===== src/rtl/watch_pkg.sv =====
package watch_pkg;
  typedef enum logic [2:0] {
    ST_SHOW    = 3'd0,
    ST_AL_FLAG = 3'd1,
    ST_AL_HR   = 3'd2,
    ST_AL_MIN  = 3'd3,
    ST_TS_SEC  = 3'd4,
    ST_TS_HR   = 3'd5,
    ST_TS_MIN  = 3'd6
  } wmode_t;

  localparam int NUM_MODES = 7;

  // Mode button wins; select only rotates inside a set group.
  function automatic wmode_t next_mode(input wmode_t cur, input logic b_mode,
                                       input logic b_sel);
    wmode_t n;
    n = cur;
    if (b_mode) begin
      case (cur)
        ST_SHOW:                         n = ST_AL_FLAG;
        ST_AL_FLAG, ST_AL_HR, ST_AL_MIN: n = ST_TS_SEC;
        default:                         n = ST_SHOW;
      endcase
    end else if (b_sel) begin
      case (cur)
        ST_AL_FLAG: n = ST_AL_HR;
        ST_AL_HR:   n = ST_AL_MIN;
        ST_AL_MIN:  n = ST_AL_FLAG;
        ST_TS_SEC:  n = ST_TS_HR;
        ST_TS_HR:   n = ST_TS_MIN;
        ST_TS_MIN:  n = ST_TS_SEC;
        default:    n = cur;
      endcase
    end
    return n;
  endfunction

  function automatic logic [NUM_MODES-1:0] mode_onehot(input wmode_t m);
    return NUM_MODES'(1) << m;
  endfunction
endpackage


===== src/rtl/watch_seq.sv =====
module watch_seq
  import watch_pkg::*;
(
  input  logic   clk,
  input  logic   rst_n,
  input  logic   btn_mode,
  input  logic   btn_sel,
  input  logic   btn_adj,
  input  logic   tick_half,
  output wmode_t mode,
  output logic   fmt12,
  output logic   alarm_on,
  output logic   flash
);
  wmode_t mode_nx;
  logic   arm_force;
  logic   arm_toggle;
  logic   fmt_toggle;

  assign mode_nx    = next_mode(mode, btn_mode, btn_sel);
  assign arm_force  = (mode == ST_AL_FLAG) && btn_sel && !btn_mode;
  assign arm_toggle = (mode == ST_AL_FLAG) && btn_adj;
  assign fmt_toggle = (mode == ST_SHOW) && btn_adj;

  always_ff @(posedge clk or negedge rst_n) begin
    if (!rst_n) begin
      mode     <= ST_SHOW;
      fmt12    <= 1'b1;
      alarm_on <= 1'b0;
      flash    <= 1'b0;
    end else begin
      mode <= mode_nx;
      if (arm_force)       alarm_on <= 1'b1;
      else if (arm_toggle) alarm_on <= !alarm_on;
      if (fmt_toggle)      fmt12 <= !fmt12;
      if (tick_half)       flash <= !flash;
    end
  end
endmodule


===== src/rtl/watch_field.sv =====
module watch_field
  import watch_pkg::*;
(
  input  wmode_t mode,
  input  logic   flash,
  input  logic   btn_adj,
  output logic   show_alarm,
  output logic   blank_hr,
  output logic   blank_min,
  output logic   blank_sec,
  output logic   inc_hr,
  output logic   inc_min,
  output logic   inc_sec,
  output logic   sec_hold
);
  logic sel_hr, sel_min, sel_sec;

  assign sel_hr     = (mode == ST_AL_HR)  || (mode == ST_TS_HR);
  assign sel_min    = (mode == ST_AL_MIN) || (mode == ST_TS_MIN);
  assign sel_sec    = (mode == ST_TS_SEC);
  assign show_alarm = (mode == ST_AL_FLAG) || (mode == ST_AL_HR) || (mode == ST_AL_MIN);

  assign blank_hr  = flash & sel_hr;
  assign blank_min = flash & sel_min;
  assign blank_sec = flash & sel_sec;
  assign inc_hr    = btn_adj & sel_hr;
  assign inc_min   = btn_adj & sel_min;
  assign inc_sec   = btn_adj & sel_sec;
  assign sec_hold  = btn_adj & (mode == ST_TS_MIN);
endmodule


===== src/rtl/watch_alarm.sv =====
module watch_alarm #(
  parameter int HR_W  = 5,
  parameter int MIN_W = 6,
  parameter int TICKS = 60
) (
  input  logic             clk,
  input  logic             rst_n,
  input  logic             alarm_on,
  input  logic [HR_W-1:0]  cur_hr,
  input  logic [MIN_W-1:0] cur_min,
  input  logic [HR_W-1:0]  alm_hr,
  input  logic [MIN_W-1:0] alm_min,
  input  logic             btn_sel,
  input  logic             tick_sec,
  output logic             match,
  output logic             alarm_snd
);
  localparam int CW = $clog2(TICKS + 1);

  logic [CW-1:0] secs;
  logic          spent;
  logic          last_tick;

  assign match     = alarm_on && (cur_hr == alm_hr) && (cur_min == alm_min);
  assign last_tick = tick_sec && (secs == CW'(TICKS - 1));

  always_ff @(posedge clk or negedge rst_n) begin
    if (!rst_n) begin
      alarm_snd <= 1'b0;
      spent     <= 1'b0;
      secs      <= '0;
    end else if (!match) begin
      alarm_snd <= 1'b0;
      spent     <= 1'b0;
      secs      <= '0;
    end else if (alarm_snd) begin
      if (btn_sel || last_tick) begin
        alarm_snd <= 1'b0;
        spent     <= 1'b1;
      end else if (tick_sec) begin
        secs <= secs + 1'b1;
      end
    end else if (!spent) begin
      alarm_snd <= 1'b1;
      secs      <= '0;
    end
  end
endmodule


===== src/rtl/watch_ctrl.sv =====
module watch_ctrl
  import watch_pkg::*;
#(
  parameter int HR_W         = 5,
  parameter int MIN_W        = 6,
  parameter int ALARM_TICKS  = 60
) (
  input  logic             clk,
  input  logic             rst_n,
  input  logic             btn_mode,
  input  logic             btn_sel,
  input  logic             btn_adj,
  input  logic             tick_sec,
  input  logic             tick_half,
  input  logic [HR_W-1:0]  cur_hr,
  input  logic [MIN_W-1:0] cur_min,
  input  logic [HR_W-1:0]  alm_hr,
  input  logic [MIN_W-1:0] alm_min,
  output logic [6:0]       mode_oh,
  output logic             fmt12,
  output logic             alarm_on,
  output logic             show_alarm,
  output logic             flash,
  output logic             blank_hr,
  output logic             blank_min,
  output logic             blank_sec,
  output logic             inc_hr,
  output logic             inc_min,
  output logic             inc_sec,
  output logic             sec_hold,
  output logic             alarm_snd
);
  wmode_t mode;
  logic   alm_match;

  watch_seq u_seq (
    .clk(clk), .rst_n(rst_n), .btn_mode(btn_mode), .btn_sel(btn_sel),
    .btn_adj(btn_adj), .tick_half(tick_half), .mode(mode), .fmt12(fmt12),
    .alarm_on(alarm_on), .flash(flash)
  );

  watch_field u_field (
    .mode(mode), .flash(flash), .btn_adj(btn_adj), .show_alarm(show_alarm),
    .blank_hr(blank_hr), .blank_min(blank_min), .blank_sec(blank_sec),
    .inc_hr(inc_hr), .inc_min(inc_min), .inc_sec(inc_sec), .sec_hold(sec_hold)
  );

  watch_alarm #(.HR_W(HR_W), .MIN_W(MIN_W), .TICKS(ALARM_TICKS)) u_alarm (
    .clk(clk), .rst_n(rst_n), .alarm_on(alarm_on), .cur_hr(cur_hr),
    .cur_min(cur_min), .alm_hr(alm_hr), .alm_min(alm_min), .btn_sel(btn_sel),
    .tick_sec(tick_sec), .match(alm_match), .alarm_snd(alarm_snd)
  );

  assign mode_oh = mode_onehot(mode);
endmodule


===== config.mk =====
export PLATFORM = sky130hd
export DESIGN_NAME = watch_ctrl
export DESIGN_NICKNAME = d
export VERILOG_FILES = /design/src/rtl/watch_pkg.sv /design/src/rtl/watch_seq.sv /design/src/rtl/watch_field.sv /design/src/rtl/watch_alarm.sv /design/src/rtl/watch_ctrl.sv
export SDC_FILE = /design/constraint.sdc
export NUM_CORES = 1
export LEC_CHECK = 0
export BUFFER_PORTS_ARGS = -buffer_cell sky130_fd_sc_hd__buf_2
export CORE_ASPECT_RATIO = 0.9
export CORE_UTILIZATION = 46
export CTS_CLUSTER_SIZE = 10
export DETAILED_ROUTE_END_ITERATION = 16
export HOLD_SLACK_MARGIN = 0.1
export PLACE_DENSITY = 0.86
export SYNTH_ARGS = -nofsm -noshare
export SYNTH_HDL_FRONTEND = slang
export SYNTH_SLANG_ARGS = --single-unit

===== constraint.sdc =====
create_clock -name clk -period 1.7 [get_ports clk]
set_input_delay 0.34 -clock clk [delete_from_list [all_inputs] [get_ports clk]]
set_output_delay 0.34 -clock clk [all_outputs]
set_load 0.02 [all_outputs]

-- After elaboration in Yosys (flattened, before gate mapping)
Cells that the tools add are included.
W data, S select, Z words.
- bits in registers: 14
- bits of input ports: 29
- output and inout port bits: 19
- logic and storage cells: 72
- add/subtract/negate cells: 1
- equality and inequality tests: 14
- shift-type cells: 1
- muxes and demuxes: 18
- bitwise gates (word level): 7
- reduce and logical (&&, ||, !) cells: 24
- operators by type and width (kind ; count):
    $mux W6 ; 5
    $pmux W3 S6 ; 1
    $eq A3 B3 Y1 const B ; 3
    $mux W1 ; 9
    $and A1 B1 Y1 ; 7
    $logic_and A1 B1 Y1 ; 7
    $reduce_bool A7 Y1 ; 1
    $shl A1 B3 Y7 const A ; 1
    $add A6 B1 Y6 const B ; 1
    $eq A3 B2 Y1 const B ; 2
    $eq A6 B6 Y1 ; 1
    $eq A6 B6 Y1 const B ; 1
    $mux W3 ; 2
    $ne A3 B3 Y1 const B ; 2
    $pmux W3 S2 ; 1
    $eq A5 B5 Y1 ; 1
    $logic_or A1 B1 Y1 ; 5
    $logic_not A1 Y1 ; 4
    $ne A2 B1 Y1 const B ; 2
    $reduce_and A2 Y1 ; 2
    $reduce_bool A2 Y1 ; 2
    $eq A3 B1 Y1 const B ; 1
    $logic_not A3 Y1 ; 1
    $ne A3 B2 Y1 const B ; 1
    2 further kinds ; 2

-- Logic depth before layout (Yosys ltp)
Gate-level depths: netlist of the first run.
- depth in word-level cells: 6
- mapped depth: 5

-- Hierarchy
A second synthesis of the first run with hierarchy kept.
- cells, all modules: 115
- area total of the unflattened synthesis: 1071.0 um^2
- by module, submodules not included (module ; instances ; cells each ; area an instance (um^2)):
    watch_alarm ; 1 ; 64 ; 610.6
    watch_seq ; 1 ; 28 ; 302.8
    watch_field ; 1 ; 16 ; 100.1
    watch_ctrl ; 1 ; 7 ; 57.6

-- Least setup slack after synthesis of the first run
Ideal clock, no wire load.
- path type: flip-flop to output port
- start point: register u_seq.mode[2]
- end point: output port blank_hr
- data arrival time: 1519 ps
- required time: 1360 ps
- path slack: -159 ps
- cell stages (with the launch flop): 5
- cell sequence: dfrtp_1 > buf_2 > nor3b_1 > or2_2 > and2_1
- longest elaborated chain between the ends: 3
- elaborated cells between the ends (all ways): 4
- those cells by class: 2 x eq/ne; 1 x bitwise; 1 x reduce/logical
- RTL lines (element ; line ; text):
    start: declaration ; watch_seq.sv:10 ; output wmode_t mode,
    start signal: assignment ; watch_seq.sv:32 ; mode <= mode_nx;
    $eq A3 B2 Y1 / $eq A3 B3 Y1 (equally long branches) ; watch_field.sv:18 ; assign sel_hr = (mode == ST_AL_HR) || (mode == ST_TS_HR);
    $logic_or A1 B1 Y1 * ; watch_field.sv:18 ;
    $and A1 B1 Y1 * ; watch_field.sv:23 ; assign blank_hr = flash & sel_hr;
    end: declaration ; watch_ctrl.sv:24 ; output logic blank_hr,
Every way passes the cells marked *; elsewhere a longest branch is shown, timed or not.

-- Worst setup path after layout of the first run
- start point: register u_seq.mode[2]
- end point: output port inc_min
- longest elaborated chain between the ends: 3
- elaborated cells between the ends (all ways): 4
- those cells by class: 2 x eq/ne; 1 x bitwise; 1 x reduce/logical
- RTL lines (element ; line ; text):
    $eq A3 B2 Y1 / $eq A3 B3 Y1 (equally long branches) ; watch_field.sv:19 ; assign sel_min = (mode == ST_AL_MIN) || (mode == ST_TS_MIN);
    $logic_or A1 B1 Y1 * ; watch_field.sv:19 ;
    $and A1 B1 Y1 * ; watch_field.sv:27 ; assign inc_min = btn_adj & sel_min;
    end: declaration ; watch_ctrl.sv:28 ; output logic inc_min,
Marks and branches as above.

==> impl_results.md, run 1 <==
* Switching Fraction at 0.4245
* Synth area leader: dfrtp_1
* CP Max Fanout at 5
* DP Wirelength at 2.142 mm
* Die footprint at 2426 sq um
* Slew headroom at 0.6789
* Max incr delay on CP at 410 ps
* DRT iter0 DRCs at 53
* #FFs+latches synth at 14
* Avg Inst Size Synth at 8.560 sq um
* P_sw at 773.4 uW
* # diodes at 0
* DIE HEIGHT at 46.83 microns
* CP cell instances: buf_6 > nand2b_4 > nor2_2 > or2_1 > and2_4 > buf_6
* Top post-synthesis cells by area: dfrtp_1 32%, xor2_1 10%, nor2_1 4.4%
* Crit path kind: reg2out
* Fin. Hold Viols at 0
* Site Rows at 15
* First-pass GRT wire length at 4.947 mm
* Status: finished, violations left
* Share of cells above drive strength 1 at 0.4916
* CP Launch Type: register
* Register Area at 354.1 sq um
* Grt ovf at 0
* I/O Buffers at 47
* Cells after Synth at 120
* ANT nets after route at 0
* Cell Int Power at 1048 uW
* Synthesized cell area at 1027 sq um
* Clock share of power at 0.142
* Max-cap check violation count at 0
* Most common cell after layout, fill and taps aside: buf_2
* Critical path's slowest cell: dfrtp_1
* Sequential Power Share at 0.273
* Leak pwr at 0.0007186 uW
* Violated checks: setup timing
* HP Class: in2reg
* RSZ-0062 raised after global routing: true
* Area Growth Syn to Fin at 50.67%
* CTS buffer count at 3
* Clk pin slew, worst setup/hold paths at 90 ps
* Post-route setup slack at -196.3 ps
* Critical path data required time at 1360 ps
* Nets@finish at 210
* WL final at 3.563 mm
* Syn. warnings at 0
* Final min period at 1896 ps
* Worst Max-Slew Pin Slew at 481.7 ps
* Vias per Instance at 5.946
* Clock Skews at 5.227 ps
* Dpl cells at 191
* Vias in the first global route at 1,102
* CTS tree: yes
* TritonRoute pass-1 iters at 4
* Asr flop ratio synth at 1.000
* Area share of the largest cell type after synthesis at 0.3167
* Number of remaining DRC errors at 0
* Final Max Slew Viols at 0
* Crit path capture type: output pin
* DIE WIDTH at 51.81 microns
* Routed len/inst at 17.47 microns
* Largest net degree at the start of global routing at 18
* Via count at 1,213
* Sink Count at 14
* Post-Syn Nets at 150
* # fillers at 133
* IO Count at 48
* Most frequent CP cell: buf_6
* Htree depth at 1
* Multi-input logic area at 715.7 sq um
* Synth Flop Type: dfrtp_1
* Core Region at 2008 sq um
* Clk_lat worst skew at 300 ps
* Peak supply drop at 0.0008630 V
* Combinational Power Share at 0.585
* Gr usage total at 0.2912
* Clk root buf: clkbuf_4
* FMAX at 527.4 MHz
* Cell Pwr Density at 1177 nW/um^2
* Final setup fails at 7
* Initial Util at 0.5115
* Final non-filler cell total at 204
* WP data arrival at 1560 ps
* Final worst-path cycle share at 1.115
* Distinct cells, synth at 44
* Final setup TNS at -1110 ps
* Commonest cells after routing, fill and taps aside: 38 x buf_2, 12 x xor2_1, 11 x buf_4, 11 x dfrtp_1, 10 x buf_6
* EDFF count, synth at 0
* CTS Buffer Depth at 2
* Number of antenna violations at the first check in global routing at 0
* RD Place Congestion at 0.8288
* Seq/Total Area, Yosys at 0.3423
==> through the flow <==
step,instance area [sq um],setup WS [ps],hold WS [ps],utilization,power [uW]
floorplan,1032,-9.215,44.41,-,913.5
global placement,1306,116.2,255.3,0.6505,1119
detailed placement,1306,54.10,261.6,0.6505,1148
CTS,1468,-121.3,221.2,0.7308,1599
global route,1548,-232.2,221.0,0.7707,1911
finish,1548,-196.3,227.9,0.7707,1822
==> path summary, 6_finish.rpt <==
kind / startpoint / end / slack, ps / cells after the start
worst min-delay path: tick_half / u_seq.flash / 230 / 2
worst max-delay path: u_seq.mode[2] / inc_min / -200 / 6
worst max register to register: u_alarm.secs[0] / u_alarm.secs[5] / 70 / 6
max in group asynchronous: rst_n / u_seq.fmt12 / 920 / 2
min in group asynchronous: rst_n / u_alarm.secs[5] / 490 / 2
worst min register to register: u_seq.fmt12 / u_seq.fmt12 / 500 / 1
==> critical path: cells and delay by family, from the launching register on <==
family,cells,cell delay [ps]
buffers and inverters,2,270
flip-flops,1,410
AND/OR/NAND/NOR,4,560
==> timing repair <==
item                                    4_1_cts  5_1_grt
hold endpoints to repair                     13        0
pin swaps                                     4        3
gates cloned                                  0        0
gates resized for setup                      24       16
endpoints found under the setup margin        9       12
hold buffers                                  1        0
setup buffers                                 5        4
==> cells by family after synthesis <==
group / Yosys count / share of synthesized area
flip-flops: 14 / 0.3423
adder cells (fa/ha/maj): 1 / 0.01218
AO/OA/AOI/OAI: 22 / 0.1547
AND/OR/NAND/NOR: 58 / 0.3118
multiplexers: 3 / 0.03167
buffers and inverters: 9 / 0.03653
XOR/XNOR: 13 / 0.1108
==> state kept, by name, summed over array words and instances (netlist names) <==
signal and count:
u_alarm.alarm_snd 1, u_seq.fmt12 1, u_seq.flash 1, u_alarm.spent 1
u_seq.mode 3, u_seq.alarm_on 1, u_alarm.secs 6
==> power groups by stage <==
stage	clock (uW)	combinational, uW	sequential, uW
6_report	258	1070	498
5_1_grt	280	1120	507
4_1_cts	256	858	485
3_5_place_dp	0	664	484
3_3_place_gp	0	643	476
2_1_floorplan	0	426	487
==> layer usage <==
layer	GRT usage	vias up	share of wire
met5	0	-	0
met4	0.1027	0	0.027
met3	0.06796	15	0.074
met2	0.5325	74	0.53
met1	0.3406	574	0.37
li1	-	550	-
==> layout make-up <==
cell class                      count  share of cell area
Sequential cell                    14              0.2288
Multi-Input combinational cell     97              0.4624
Timing Repair Buffer               60              0.2555
Tap cell                           25             0.02021
Inverter                            4            0.009701
Clock buffer                        4             0.02344
==> cell usage after synthesis (all sizes together), types with 2 or more instances <==
library cell  instances
a21oi                 4
a31oi                 3
and2                  7
buf                   3
clkbuf                2
dfrtp                13
inv                   4
mux2                  2
nand2                 9
nand2b                2
nand3                 6
nand3b                3
nor2                 13
nor2b                 2
nor3                  3
nor4                  4
o211ai                3
o21ai                 3
or2                   2
xor2                 12
Note: power is estimated with default switching activity, not from simulation.
==> inputs of run 2 (changes only) <==
--- a/config.mk
+++ b/config.mk
@@ -12,6 +12,7 @@
 export DETAILED_ROUTE_END_ITERATION = 16
 export HOLD_SLACK_MARGIN = 0.1
 export PLACE_DENSITY = 0.86
+export SETUP_SLACK_MARGIN = 0.5
 export SYNTH_ARGS = -nofsm -noshare
 export SYNTH_HDL_FRONTEND = slang
 export SYNTH_SLANG_ARGS = --single-unit
==> constraint.sdc (replaced) <==
create_clock -name clk -period 2 [get_ports clk]
set_input_delay 0.4 -clock clk [delete_from_list [all_inputs] [get_ports clk]]
set_output_delay 0.4 -clock clk [all_outputs]
set_load 0.02 [all_outputs]
==> run 2 against run 1 <==
Power is 6.3% lower; sequential share of layout area is 2.2 points lower; the flow now finishes without violations; via count is 12% higher; sequential power is 13% lower.
==> impl_results.md, run 2 (synthesis gave the netlist of run 1 again) <==
* Status: finished, final reports clean
* Final Max Slew Viols at 0
* Most common cell after layout, fill and taps aside: buf_2
* Cell Pwr Density at 987.4 nW/um^2
* Vias per Instance at 6.321
* CP Launch Type: register
* WP data arrival at 1570 ps
* Most frequent CP cell: and2_4
* First-pass GRT wire length at 5.499 mm
* Slew headroom at 0.7720
* Clk_lat worst skew at 290 ps
* Final min period at 1972 ps
* Clk pin slew, worst setup/hold paths at 110 ps
* Clock Skews at 5.482 ps
* Commonest cells after routing, fill and taps aside: 33 x buf_2, 19 x buf_4, 17 x buf_6
* P_sw at 718.3 uW
* Nets@finish at 221
* Area Growth Syn to Fin at 68.21%
* Share of cells above drive strength 1 at 0.5737
* Die footprint at 2426 sq um
* Peak supply drop at 0.0008540 V
* CTS Buffer Depth at 2
* Critical path data required time at 1600 ps
* Crit path kind: reg2out
* Crit-path leading delay family: simple AND/OR/NAND/NOR gates
* Via count at 1,359
* Cell Int Power at 987.9 uW
* Clk root buf: clkbuf_4
* Worst r2r src: u_alarm.secs[1]
* Clock share of power at 0.130
* ANT nets after route at 0
* Switching Fraction at 0.4210
* Max incr delay on CP at 470 ps
* Number of remaining DRC errors at 0
* Leak pwr at 0.0007865 uW
* DP Wirelength at 1.961 mm
* Final setup TNS at 0 ps
* Combinational Power Share at 0.615
* DIE WIDTH at 51.81 microns
* CP Buf/Inv Count at 1
* Reg-to-reg endpoint: u_alarm.secs[5]
* Util after Layout at 0.8604
* WL final at 4.161 mm
* Worst Max-Slew Pin Slew at 338.4 ps
* FMAX at 507.1 MHz
* TritonRoute pass-1 iters at 7
* Gr usage total at 0.3150
* Fin. Hold Viols at 0
* Design area at 1728 sq um
* RD Place Congestion at 0.8344
* Final Power at 1706 uW
* Max reg flops at 6
* I/O Buffers at 47
* Largest regs: u_alarm.secs (6), u_seq.mode (3)
* # fillers at 100
* Flop-to-flop setup slack at 390 ps
* CTS tree: yes
* Htree depth at 1
* DRT iter0 DRCs at 91
* Most flops, register: u_alarm.secs
* Worst hold path cell count at 2
* DIE HEIGHT at 46.83 microns
* Post-route setup slack at 28.09 ps
* CP cell instances: nor2b_4 > and2_4 > or2_4 > and2_4 > buf_6
* Sink Count at 14
* Vias in the first global route at 1,172
* Initial Util at 0.5115
* Sequential Power Share at 0.255
* Site Rows at 15
* WHS Endpoint: u_seq.flash
* Crit path capture type: output pin
* CTS buffer count at 3
* # diodes at 0
* Grt ovf at 0
* CP Max Fanout at 5
* Worst-case reg-to-reg path depth at 6
* Final worst-path cycle share at 0.9860
* DP Worst Slack at 249.7 ps
* Final setup fails at 0
* Number of antenna violations at the first check in global routing at 0
* Critical path's slowest cell: dfrtp_2
* Core Region at 2008 sq um
* Largest net degree at the start of global routing at 18
* RSZ-0062 raised after global routing: true
* Max-cap check violation count at 0
* Routed len/inst at 19.35 microns
* Hold Path Origin: tick_half
* IO Count at 48
* HP Class: in2reg
* Post-DP Area at 1330 sq um
[run 2: cell types whose count changed in the layout (fill, tap and decap cells not counted), sizes merged]
| cell | change |
|---|---|
| buf | +11 |
[run 2: area by class of cell]
class                   instances  area (sq um)  share of cell area
clock buffers                   4         36.28             0.02100
repair buffers                 71         529.3              0.3063
flip-flops and latches         14         356.6              0.2064
well taps                      25         31.28             0.01810
multi-input cells              97         759.5              0.4395
inverters                       4         15.01            0.008689
[run 2: worst max-delay path by stage]
stage | from | end | slack [ps] | depth (start not counted)
floorplan | u_seq.mode[0] | blank_hr | 400 | 4
global placement | u_seq.mode[2] | blank_min | 310 | 5
detailed placement | u_seq.mode[2] | blank_min | 250 | 5
CTS | u_seq.mode[2] | blank_min | 70 | 5
global route | u_seq.mode[2] | blank_hr | 3 | 6
finish | u_seq.mode[2] | blank_min | 30 | 5
[run 2: metrics by stage]
stage,std cells,hold slack (ps)
floorplan,120,104.4
global route,215,278.9
CTS,206,280.2
finish,215,278.3
detailed placement,187,317.5
global placement,187,316.4
[run 2: metal layers]
layer  vias to the layer above  track usage  part of all wire  wire (microns)
met5                         -            0                 0               0
met4                         0       0.1297             0.039             162
met3                        28      0.04531             0.099             411
met2                       124       0.5714              0.48            1991
met1                       635       0.3819              0.38            1595
li1                        572            -                 -               -
[run 2: power groups by stage]
stage	clock network, uW	logic (uW)	registers (uW)
floorplan	0	454	420
global placement	0	559	440
detailed placement	0	571	449
CTS	220	817	423
global route	231	1090	443
finish	222	1050	434
[run 2: worst register-to-register path, cell delays in order (launching register included)]
cell and delay [ps]:
dfrtp_1 390, ha_2 220, nand3b_1 170, buf_4 200
o211ai_1 270, nand3_1 130, a21oi_1 160
[run 2: what timing repair did]
| item | CTS | global route |
|---|---|---|
| buffers inserted | 14 | 9 |
| resized for setup | 35 | 16 |
| endpoints found under the hold margin | 13 | 0 |
| hold buffers | 1 | 0 |
| setup endpoints to repair | 18 | 23 |
| pin swaps | 2 | 8 |
